File: src/rtl/acmon_pkg.sv
package acmon_pkg;

    // 27 ms at 250 MHz
    localparam int unsigned DEF_TIMEOUT_CYCLES = 6_750_000;
    localparam int unsigned DEF_SYNC_STAGES    = 2;
    localparam int unsigned DEF_FILT_LEN       = 4;

    typedef struct packed {
        logic irq;
    } mon_state_t;

endpackage

File: src/rtl/acmon_sync.sv
module acmon_sync #(
    parameter int unsigned STAGES = 2
) (
    input  logic clk,
    input  logic rst_n,
    input  logic async_in,
    output logic sync_out
);
    typedef struct packed {
        logic [STAGES-1:0] chain;
    } sync_state_t;

    sync_state_t st_q, st_d;

    always_comb begin
        st_d          = st_q;
        st_d.chain    = st_q.chain << 1;
        st_d.chain[0] = async_in;
    end

    always_ff @(posedge clk) begin
        if (!rst_n) st_q <= '0;
        else        st_q <= st_d;
    end

    assign sync_out = st_q.chain[STAGES-1];
endmodule

File: src/rtl/acmon_filter.sv
module acmon_filter #(
    parameter int unsigned FILT_LEN = 4
) (
    input  logic clk,
    input  logic rst_n,
    input  logic sample,
    output logic level,
    output logic fall_pulse
);
    localparam int unsigned CW = (FILT_LEN < 2) ? 1 : $clog2(FILT_LEN);
    localparam logic [CW-1:0] LAST = CW'(FILT_LEN - 1);

    typedef struct packed {
        logic          lvl;
        logic [CW-1:0] cnt;
        logic          fall;
    } filt_state_t;

    filt_state_t st_q, st_d;

    always_comb begin
        st_d      = st_q;
        st_d.fall = 1'b0;
        if (sample != st_q.lvl) begin
            if (st_q.cnt == LAST) begin
                st_d.lvl  = sample;
                st_d.cnt  = '0;
                st_d.fall = st_q.lvl & ~sample;
            end else begin
                st_d.cnt = st_q.cnt + 1'b1;
            end
        end else begin
            st_d.cnt = '0;
        end
    end

    always_ff @(posedge clk) begin
        if (!rst_n) st_q <= '0;
        else        st_q <= st_d;
    end

    assign level      = st_q.lvl;
    assign fall_pulse = st_q.fall;

    // a restart pulse only marks a genuine high-to-low step of the filtered level
    assert_fall_is_step_R2: assert property (@(posedge clk) disable iff (!rst_n)
        fall_pulse |-> (!level && $past(level)));

    // the filtered level only takes a value the synchronised sample already had
    assert_level_follows_sample_R7: assert property (@(posedge clk) disable iff (!rst_n)
        (level != $past(level)) |-> (level == $past(sample)));
endmodule

File: src/rtl/acmon_timer.sv
module acmon_timer #(
    parameter int unsigned TIMEOUT_CYCLES = 6_750_000
) (
    input  logic clk,
    input  logic rst_n,
    input  logic restart,
    output logic running,
    output logic expire
);
    localparam int unsigned CW = $clog2(TIMEOUT_CYCLES + 1);
    localparam logic [CW-1:0] LOAD = CW'(TIMEOUT_CYCLES - 1);

    typedef struct packed {
        logic          run;
        logic [CW-1:0] cnt;
    } tmr_state_t;

    tmr_state_t st_q, st_d;

    always_comb begin
        st_d   = st_q;
        expire = 1'b0;
        if (restart) begin
            st_d.run = 1'b1;
            st_d.cnt = LOAD;
        end else if (st_q.run) begin
            if (st_q.cnt == '0) begin
                st_d.run = 1'b0;
                expire   = 1'b1;
            end else begin
                st_d.cnt = st_q.cnt - 1'b1;
            end
        end
    end

    always_ff @(posedge clk) begin
        if (!rst_n) st_q <= '0;
        else        st_q <= st_d;
    end

    assign running = st_q.run;

    // a restart always leaves the countdown running
    assert_restart_runs_R2: assert property (@(posedge clk) disable iff (!rst_n)
        restart |=> running);

    // expiry stops the countdown on the next edge
    assert_expire_stops_R4: assert property (@(posedge clk) disable iff (!rst_n)
        expire |=> !running);

    // the count never exceeds the loaded window
    assert_cnt_bound_R4: assert property (@(posedge clk) disable iff (!rst_n)
        running |-> (st_q.cnt < CW'(TIMEOUT_CYCLES)));
endmodule

File: src/rtl/mains_presence_monitor.sv
module mains_presence_monitor
    import acmon_pkg::*;
#(
    parameter int unsigned TIMEOUT_CYCLES = DEF_TIMEOUT_CYCLES,
    parameter int unsigned SYNC_STAGES    = DEF_SYNC_STAGES,
    parameter int unsigned FILT_LEN       = DEF_FILT_LEN
) (
    input  logic clk,
    input  logic rst_n,
    input  logic cmp_level,
    output logic ac_present,
    output logic ac_fail_irq
);
    logic cmp_sync;
    logic filt_level;
    logic fall_pulse;
    logic tmr_running;
    logic tmr_expire;

    acmon_sync #(.STAGES(SYNC_STAGES)) u_sync (
        .clk      (clk),
        .rst_n    (rst_n),
        .async_in (cmp_level),
        .sync_out (cmp_sync)
    );

    acmon_filter #(.FILT_LEN(FILT_LEN)) u_filt (
        .clk        (clk),
        .rst_n      (rst_n),
        .sample     (cmp_sync),
        .level      (filt_level),
        .fall_pulse (fall_pulse)
    );

    acmon_timer #(.TIMEOUT_CYCLES(TIMEOUT_CYCLES)) u_tmr (
        .clk     (clk),
        .rst_n   (rst_n),
        .restart (fall_pulse),
        .running (tmr_running),
        .expire  (tmr_expire)
    );

    mon_state_t st_q, st_d;

    always_comb begin
        st_d = st_q;
        if (tmr_expire) st_d.irq = 1'b1;
        if (fall_pulse) st_d.irq = 1'b0;
    end

    always_ff @(posedge clk) begin
        if (!rst_n) st_q <= '0;
        else        st_q <= st_d;
    end

    assign ac_present  = tmr_running;
    assign ac_fail_irq = st_q.irq;

    // the interrupt rises only together with the loss of presence
    assert_irq_on_loss_R5: assert property (@(posedge clk) disable iff (!rst_n)
        $rose(ac_fail_irq) |-> $fell(ac_present));

    // interrupt and presence are never both asserted
    assert_irq_excl_R5: assert property (@(posedge clk) disable iff (!rst_n)
        ac_fail_irq |-> !ac_present);

    // a restored presence always finds the interrupt cleared
    assert_irq_clear_R6: assert property (@(posedge clk) disable iff (!rst_n)
        $rose(ac_present) |-> !ac_fail_irq);
endmodule

File: config.mk
export PLATFORM = sky130hd
export DESIGN_NAME = mains_presence_monitor
export DESIGN_NICKNAME = d
export VERILOG_FILES = /design/src/rtl/acmon_pkg.sv /design/src/rtl/acmon_sync.sv /design/src/rtl/acmon_filter.sv /design/src/rtl/acmon_timer.sv /design/src/rtl/mains_presence_monitor.sv
export SDC_FILE = /design/constraint.sdc
export NUM_CORES = 1
export LEC_CHECK = 0
export ABC_AREA = 1
export BUFFER_PORTS_ARGS = -buffer_cell sky130_fd_sc_hd__buf_2
export CAP_MARGIN = 20
export CORE_MARGIN = 4
export CORE_UTILIZATION = 40
export DETAILED_ROUTE_END_ITERATION = 8
export REMOVE_ABC_BUFFERS = 1
export SLEW_MARGIN = 15
export SYNTH_ARGS = -nofsm -noshare
export SYNTH_HDL_FRONTEND = slang
export SYNTH_SLANG_ARGS = --single-unit
File: constraint.sdc
create_clock -name clk -period 3.97 [get_ports clk]
set_input_delay 0.397 -clock clk [delete_from_list [all_inputs] [get_ports clk]]
set_output_delay 0.397 -clock clk [all_outputs]
set_load 0.01 [all_outputs]
==> flow_summary.toml, run 1 <==
[routing]
drtIter0Drc = 136
drc = 0
wl_per_cell_um = 11.7
viasPerCell = 4.89
ant_nets = 0
wirelength_um = 3770
dr.pass1.iters = 4
via_count = 1581

[min_path]
holdCritPathClass = "in -> reg"

[sta]
fin_crit_sh_pct = 44.9
setup_violations = 0
fin_setup_tns_ns = 0
worst_pin_slew_ns = 0.537
hold_ws_ns = 0.298
max_slew_margin_pct = 64.0
maxClockFrequency_ghz = 0.561
hold_violations = 0
fin_ws_ns = 2.19
report.final.slew_viol_count = 0
period_needed_ns = 1.78
finalClockSkew_ns = 0.00627
rsz0062_at_grt = "false"

[worst_setup_path]
critical_path.max_fanout = 17
critPathArrivalTime_ns = 2.01
cp-end-kind = "register"
criticalPathCategory = "reg -> reg"
reg2reg_from = "u_tmr.st_q[0]"
rr_endpoint = "u_tmr.st_q[14]"
reg2reg_depth = 10
cp.required_ns = 4.20
startpoint = "u_tmr.st_q[0]"
crit_end = "u_tmr.st_q[14]"
r2r_slack_ns = 2.19
cp-start-kind = "register"

[global_route]
grt_pass1_wl_um = 6730
grt-ovfl-total = 0
antenna_found_initial = 0
grt_pass1_vias = 1522
grt.total_usage_pct = 16.1
grt_max_degree = 18

[final_layout]
drive_above_1_share_pct = 10.3
fillers = 425
nets = 279
syn2layout_area_growth_pct = 7.68
antennaDiodeCount = 0

[place]
dp_hpwl_um = 2770
gp_congestion = 0.901
io_buffers = 4
post-place-ws_ns = 2.21

[synthesis]
async_reset_ff_share_pct = 0
synth_cell_type_count = 32
yosysTopAreaCell = "dfxtp_1"
synth_area_mm2 = 0.00176
avgSynthCellArea_um2 = 6.54
synth_flop_cell = "dfxtp_1"
synth_top_area_share_pct = 35.3
netlist_top_cells_count = "66 x nand2_1, 41 x inv_1, 40 x nor2_1"
synth_sequential_area_ratio_pct = 35.3
yosysMostFrequentCell = "nand2_1"
synthTopCellsByArea = "dfxtp_1 35%, nand2_1 14%, inv_1 8.7%"
synth-edff-count = 0
ys_seq_elements = 31
ys_warn_count = 0
netlist_instances = 269

[clock_network]
cts_tree = "done"
cts_resized = 0
cts_buffers = 5
cts_sinks = 31
clk_pin_slew_ns = 0.06
clockBufferDepth = 2
cts-root-buf = "clkbuf_8"
hold_buffers = 0
clkLatencyLatePin_ns = 0.28
cts_setup_buffers = 0
h-tree-depth = 2

[die]
initial_core_util_pct = 42.7
core_area_mm2 = 0.00412
die_area_mm2 = 0.00552
die_w_um = 74.3
rows = 23
ios = 5
die_h_um = 74.3

[power]
powerDensity_mw_per_mm2 = 325
peakVddDrop_mv = 0.153
p_leak_nw = 1.01

[run_status]
status = "completed"

[job]
maxCapViolCount = 0
==> power by group <==
group	leakage, nW	total, mW	switching (mW)	internal, mW
clock network	0.0513	0.293	0.110	0.184
logic	0.707	0.00905	0.00701	0.00204
registers	0.250	0.313	0.000380	0.312
total	1.01	0.615	0.117	0.498
==> sequential cells by signal, indices dropped and copies added, names as in the netlist <==
name and flops:
u_filt.st_q 2, u_tmr.st_q 23, u_filt.level 1, ac_fail_irq 1, u_tmr.running 1, u_sync.st_q 2, u_filt.fall_pulse 1
==> final cells by class <==
cell class,instances,area [um2],share of cell area [%]
Multi-Input combinational cell,187,921,48.6
Inverter,44,168,8.85
Clock buffer,6,72.6,3.83
Timing Repair Buffer,4,20.0,1.06
Tap cell,50,62.6,3.30
Clock inverter,1,30.0,1.59
Sequential cell,31,621,32.8
==> stage by stage <==
stage               util [%]  area (um2)  std cells  power (mW)
global route            46.0        1890        323       0.639
finish                  46.0        1890        323       0.615
floorplan                  -        1710        262       0.324
global placement        43.5        1790        316       0.329
detailed placement      43.5        1790        316       0.329
CTS                     46.0        1890        323       0.627
==> critical path, stage by stage, from the launching register on <==
cell      delay [ns]
dfxtp_1         0.32
inv_1           0.09
ha_1            0.20
nand2_2         0.11
nor2_4          0.18
nand3_4         0.17
nand2_4         0.21
inv_4           0.12
o211ai_1        0.20
nand2_1         0.08
inv_1           0.05
==> per-layer routing <==
metal / track usage [%] / vias to the layer above / share of wire, %
met5: 0 / - / 0
met4: 7.31 / 0 / 1.4
met3: 4.05 / 5 / 5.2
met2: 24.4 / 35 / 44
met1: 21.6 / 693 / 50
li1: - / 848 / -
==> cell usage in the layout (no fill, tap or decap) <==
master / Yosys / final
a21oi_1: 11 / 11
a21oi_2: 2 / 2
a31oi_1: 1 / 1
a41oi_1: 1 / 1
and3_1: 1 / 1
buf_2: 1 / 4
bufinv_16: 0 / 1
clkbuf_1: 3 / 1
clkbuf_8: 0 / 5
clkinv_1: 1 / 1
dfxtp_1: 31 / 31
ha_1: 3 / 3
inv_1: 41 / 41
inv_2: 1 / 1
inv_4: 1 / 1
nand2_1: 66 / 66
nand2_2: 1 / 1
nand2_4: 1 / 1
nand3_1: 23 / 23
nand3_4: 1 / 1
nand3b_1: 1 / 1
nand4_1: 7 / 7
nor2_1: 40 / 40
nor2_2: 8 / 8
nor2_4: 2 / 2
nor3_1: 1 / 1
nor4_1: 1 / 1
o211ai_1: 3 / 3
o211ai_2: 1 / 1
o21ai_0: 7 / 7
o21ai_1: 2 / 2
xnor2_1: 2 / 2
xor2_1: 1 / 1
==> worst min-delay path by stage <==
stage	start	to	slack, ns	depth (start not counted)
2_1_floorplan	u_sync.st_q[0]	u_sync.st_q[1]	0.39	2
3_3_place_gp	u_sync.st_q[0]	u_sync.st_q[1]	0.41	2
3_5_place_dp	u_sync.st_q[0]	u_sync.st_q[1]	0.41	2
4_1_cts	cmp_level	u_sync.st_q[0]	0.28	3
5_1_grt	cmp_level	u_sync.st_q[0]	0.34	3
6_report	cmp_level	u_sync.st_q[0]	0.30	3
==> logic make-up (layout without fill, tap and decap cells) <==
kind of cell / after synthesis / after routing / share of synthesized area, %
AO/OA/AOI/OAI: 28 / 28 / 9.53
XOR/XNOR: 3 / 3 / 1.49
adder cells (fa/ha/maj): 3 / 3 / 2.13
buffers and inverters: 51 / 55 / 12.4
flip-flops: 31 / 31 / 35.3
AND/OR/NAND/NOR: 153 / 153 / 39.2
No activity file was read; power rests on OpenSTA's default activity.
==> run 2: changes to the inputs <==
==> constraint.sdc (replaced) <==
create_clock -name clk -period 1.5 [get_ports clk]
set_input_delay 0.15 -clock clk [delete_from_list [all_inputs] [get_ports clk]]
set_output_delay 0.15 -clock clk [all_outputs]
set_load 0.01 [all_outputs]
==> flow_summary.toml, run 2 (synthesized netlist as in run 1, its figures left out) <==
[routing]
drtIter0Drc = 96
dr.pass1.iters = 4
via_count = 1745
wl_met1_um = 2300
met3_wirelength_um = 179
wirelength_um = 4430
ant_nets = 0
dr.max_layer_used = "met4"
wl_per_cell_um = 12.0
viasPerCell = 4.73
drc = 0
wl_met2_um = 1900

[global_route]
grt.total_usage_pct = 18.2
antenna_found_initial = 0
grt_pass1_wl_um = 7670
grt-ovfl-total = 0
grt_pass1_vias = 1638
grt_max_degree = 18

[place]
dp_hpwl_um = 3190
gp_congestion = 0.870
dpl-instance-area_mm2 = 0.00211
io_buffers = 4

[final_layout]
finish.utilization_pct = 56.9
drive_above_1_share_pct = 30.7
antennaDiodeCount = 0
nets = 324
design_area_mm2 = 0.00234
layout_common_cells = "61 x nand2_1, 43 x buf_4, 39 x inv_1"
regMostFlops = "u_tmr.st_q"
reg_top3 = "u_tmr.st_q x23, u_filt.st_q x2, u_sync.st_q x2"
final_common_cell = "nand2_1"
syn2layout_area_growth_pct = 33.0
largest_reg_flops = 23

[worst_setup_path]
criticalPathCategory = "reg -> reg"
cp_slowest_stage_delay_ns = 0.32
crit_chain = "nor2_2 -> nand2_2 -> nor2_4 -> nand3_4 -> buf_4 -> nand4_1 -> o211ai_1 -> nand2_1 -> inv_1"
crit_family = "simple AND/OR/NAND/NOR gates"
cp_num_buf_inv = 2
critical_path.max_fanout = 6
critPathArrivalTime_ns = 1.66
cp-end-kind = "register"
cp_num_cells = 9
cpMaxStageDelayCell = "dfxtp_1"
cp-start-kind = "register"
reg2reg_depth = 9
cp.required_ns = 1.69

[clock_network]
clkLatencyLatePin_ns = 0.28
cts-root-buf = "clkbuf_8"
clockBufferDepth = 2
h-tree-depth = 2
clk_pin_slew_ns = 0.06
cts_tree = "done"
cts_sinks = 31
cts_buffers = 5

[power]
power_frac_clock_pct = 42.7
p_seq_share_pct = 55.2
p_leak_nw = 1.23
peakVddDrop_mv = 0.415
pwr-share-comb_pct = 2.0
powerDensity_mw_per_mm2 = 640
p_switching_uw = 339
switching_share_pct = 22.6
intPower_mw = 1.16

[run_status]
status = "completed"

[min_path]
whs_path_depth = 3
holdCritPathClass = "in -> reg"

[sta]
fin_crit_sh_pct = 98.4
worst_pin_slew_ns = 0.528
rsz0062_at_grt = "true"
period_needed_ns = 1.48
maxClockFrequency_ghz = 0.678
hold_violations = 0
setup_violations = 0
finalClockSkew_ns = 0.00687
max_slew_margin_pct = 64.8
fin_setup_tns_ns = 0
report.final.slew_viol_count = 0

[die]
die_h_um = 74.3
ios = 5
die_w_um = 74.3
initial_core_util_pct = 42.7
rows = 23
core_area_mm2 = 0.00412
die_area_mm2 = 0.00552

[job]
maxCapViolCount = 0
==> run 2: changes by cell type in the layout (fill, tap and decap cells not counted), sizes merged <==
cell / delta
buf: +44
bufinv: -1
clkinv: +1
clkinvlp: +1
nand2: +1
==> run 2: layout make-up <==
cell class	count	area, um2
fillers	398	1780
multi-input cells	188	1040
flip-flops and latches	31	626
repair buffers	48	354
inverters	44	173
clock buffers	6	72.6
well taps	50	62.6
clock inverters	2	12.5
==> run 2: timing repair <==
| action | 4_1_cts | 5_1_grt |
|---|---|---|
| buffers inserted | 0 | 2 |
| endpoints found under the setup margin | 16 | 23 |
| gates resized for setup | 13 | 22 |
| cloned | 1 | 0 |
| endpoints found under the hold margin | 0 | 0 |
| hold buffers | 0 | 0 |
| pin swaps | 3 | 12 |
==> run 2: power groups by stage <==
stage	Combinational [mW]	Clock, mW	Sequential, mW
floorplan	0.0114	0	0.846
global placement	0.0307	0	0.846
detailed placement	0.0306	0	0.846
CTS	0.0306	0.652	0.827
global route	0.0350	0.705	0.827
finish	0.0304	0.640	0.827
==> run 2: worst min-delay path: stages <==
cell and delay [ns]:
buf_2 0.07, nand2_1 0.04, inv_1 0.04
==> run 2: worst paths after layout <==
path | end | start | slack, ns
worst max-delay path | u_tmr.st_q[14] | u_tmr.st_q[14] | 0.02
worst min register to register | u_sync.st_q[1] | u_sync.st_q[0] | 0.42
worst max register to register | u_tmr.st_q[14] | u_tmr.st_q[14] | 0.02
worst min-delay path | u_sync.st_q[0] | cmp_level | 0.05
==> run 2: per-stage QoR <==
| stage | hold slack [ns] | power, mW | setup slack (ns) | instances |
|---|---|---|---|---|
| global route | 0.0612 | 1.57 | -0.0772 | 369 |
| finish | 0.0461 | 1.50 | 0.0244 | 369 |
| global placement | 0.337 | 0.876 | -0.0253 | 358 |
| detailed placement | 0.342 | 0.877 | -0.0815 | 358 |
| CTS | 0.0435 | 1.51 | 0.00463 | 367 |
| floorplan | 0.243 | 0.857 | -0.0168 | 262 |
==> run 2: routing by layer <==
layer  track usage (%)  up-vias
li1                  -      943
met1              26.4      765
met2              26.9       30
met3              3.65        7
met4              5.93        0
met5                 0        -
==> run 3: changes to the inputs <==
--- a/config.mk
+++ b/config.mk
@@ -9,8 +9,9 @@
 export BUFFER_PORTS_ARGS = -buffer_cell sky130_fd_sc_hd__buf_2
 export CAP_MARGIN = 20
 export CORE_MARGIN = 4
-export CORE_UTILIZATION = 40
+export CORE_UTILIZATION = 55
 export DETAILED_ROUTE_END_ITERATION = 8
+export PLACE_DENSITY = 0.75
 export REMOVE_ABC_BUFFERS = 1
 export SLEW_MARGIN = 15
 export SYNTH_ARGS = -nofsm -noshare
==> flow_summary.toml, run 3 (synthesized netlist as in run 1, its figures left out) <==
[run_status]
status = "finished, violations left"
failed_checks = "negative setup slack"

[routing]
met3_wirelength_um = 512
ant_nets = 0
drtIter0Drc = 239
wl_met1_um = 2140
viasPerCell = 5.42
wl_per_cell_um = 14.7
wirelength_um = 5280
dr.pass1.iters = 5
wl_met2_um = 2430
dr.max_layer_used = "met4"
via_count = 1946
drc = 0

[clock_network]
cts-root-buf = "clkbuf_4"
clkLatencyLatePin_ns = 0.35
cts_tree = "done"
cts_buffers = 5
cts_sinks = 31
h-tree-depth = 2
clockBufferDepth = 2
clk_pin_slew_ns = 0.11

[min_path]
whs_path_depth = 4
holdCritPathClass = "in -> reg"

[sta]
fin_setup_tns_ns = -1.79
report.final.slew_viol_count = 0
hold_ws_ns = 0.221
period_needed_ns = 1.63
hold_violations = 0
worst_pin_slew_ns = 0.390
finalClockSkew_ns = 0.00985
fin_ws_ns = -0.130
max_slew_margin_pct = 74.0
setup_violations = 23
rsz0062_at_grt = "true"
fin_crit_sh_pct = 109
maxClockFrequency_ghz = 0.614

[power]
p_leak_nw = 1.21
powerDensity_mw_per_mm2 = 673
p_seq_share_pct = 52.5
peakVddDrop_mv = 0.490
intPower_mw = 1.23
power_frac_clock_pct = 45.5
pwr-share-comb_pct = 2.0
switching_share_pct = 22.0
p_total_mw = 1.57
p_switching_uw = 346

[final_layout]
drive_above_1_share_pct = 32.1
design_area_mm2 = 0.00234
reg_top3 = "u_tmr.st_q x23, u_filt.st_q x2, u_sync.st_q x2"
antennaDiodeCount = 0
regMostFlops = "u_tmr.st_q"
seq_area_um2 = 627
multi_input_area_mm2 = 0.00106
layout_common_cells = "62 x nand2_1, 39 x inv_1, 36 x buf_4"
final_common_cell = "nand2_1"
fillers = 236
syn2layout_area_growth_pct = 33.0
nets = 320
largest_reg_flops = 23

[worst_setup_path]
criticalPathCategory = "reg -> reg"
critPathArrivalTime_ns = 1.90
critical_path.max_fanout = 17
reg2reg_depth = 9
cp.required_ns = 1.77
cp-start-kind = "register"
cp-end-kind = "register"

[die]
initial_core_util_pct = 57.6
rows = 20
die_area_mm2 = 0.00417
ios = 5
die_h_um = 64.6
core_area_mm2 = 0.00305
die_w_um = 64.6

[global_route]
antenna_found_initial = 0
grt_max_degree = 18
grt-ovfl-total = 0
grt.total_usage_pct = 23.4
grt_pass1_vias = 1688
grt_pass1_wl_um = 7620

[place]
io_buffers = 4
gp_congestion = 0.926
dpl-instance-area_mm2 = 0.00202
dp_hpwl_um = 3210

[job]
maxCapViolCount = 0
==> run 3: path summary, 6_finish.rpt <==
kind              slack [ns]        endpoint      startpoint
setup / recovery       -0.13   u_tmr.st_q[1]   u_tmr.st_q[2]
hold reg to reg         0.42  u_filt.st_q[1]  u_filt.st_q[1]
hold / removal          0.22  u_tmr.st_q[17]           rst_n
setup reg to reg       -0.13   u_tmr.st_q[1]   u_tmr.st_q[2]
==> run 3: layer usage <==
| metal | vias to the layer above | global-route usage [%] |
|---|---|---|
| met5 | - | 0 |
| met1 | 859 | 30.3 |
| met4 | 0 | 12.1 |
| met3 | 33 | 5.20 |
| met2 | 115 | 36.5 |
| li1 | 939 | - |
==> run 3: through the flow <==
| step | setup WS (ns) | instances | util [%] |
|---|---|---|---|
| 2_1_floorplan | -0.0168 | 262 | - |
| 3_3_place_gp | -0.00297 | 342 | 66.3 |
| 3_5_place_dp | -0.0469 | 342 | 66.3 |
| 4_1_cts | 0.000180 | 352 | 71.2 |
| 5_1_grt | -0.242 | 359 | 76.6 |
| 6_report | -0.130 | 359 | 76.6 |
==> run 3: critical path, cell delays in order (launching register included) <==
cell and delay (ns):
dfxtp_1 0.37, nor2_2 0.19, nand2_4 0.09, nor2_4 0.18, nand3_4 0.19, nand2_8 0.16
inv_8 0.08, nand2_1 0.08, o21ai_2 0.07, a21oi_2 0.14
==> run 3: area by class of cell <==
type / count / area share, %
Inverter: 44 / 7.38
Clock buffer: 6 / 2.19
Clock inverter: 2 / 1.50
Tap cell: 44 / 2.35
Multi-Input combinational cell: 188 / 45.1
Sequential cell: 31 / 26.8
Timing Repair Buffer: 44 / 14.7
==> run 3: power by group through the flow <==
| stage | registers (mW) | clock network, mW | logic (mW) |
|---|---|---|---|
| global route | 0.827 | 0.747 | 0.0344 |
| finish | 0.827 | 0.716 | 0.0312 |
| floorplan | 0.846 | 0 | 0.0114 |
| detailed placement | 0.846 | 0 | 0.0265 |
| CTS | 0.827 | 0.708 | 0.0286 |
| global placement | 0.846 | 0 | 0.0268 |
==> run 3: timing repair <==
item	CTS	global route
setup endpoints to repair	17	22
cloned	1	0
pin swaps	4	14
gates resized for setup	11	33
hold endpoints to repair	1	0
setup buffers	0	7
hold buffers	1	0
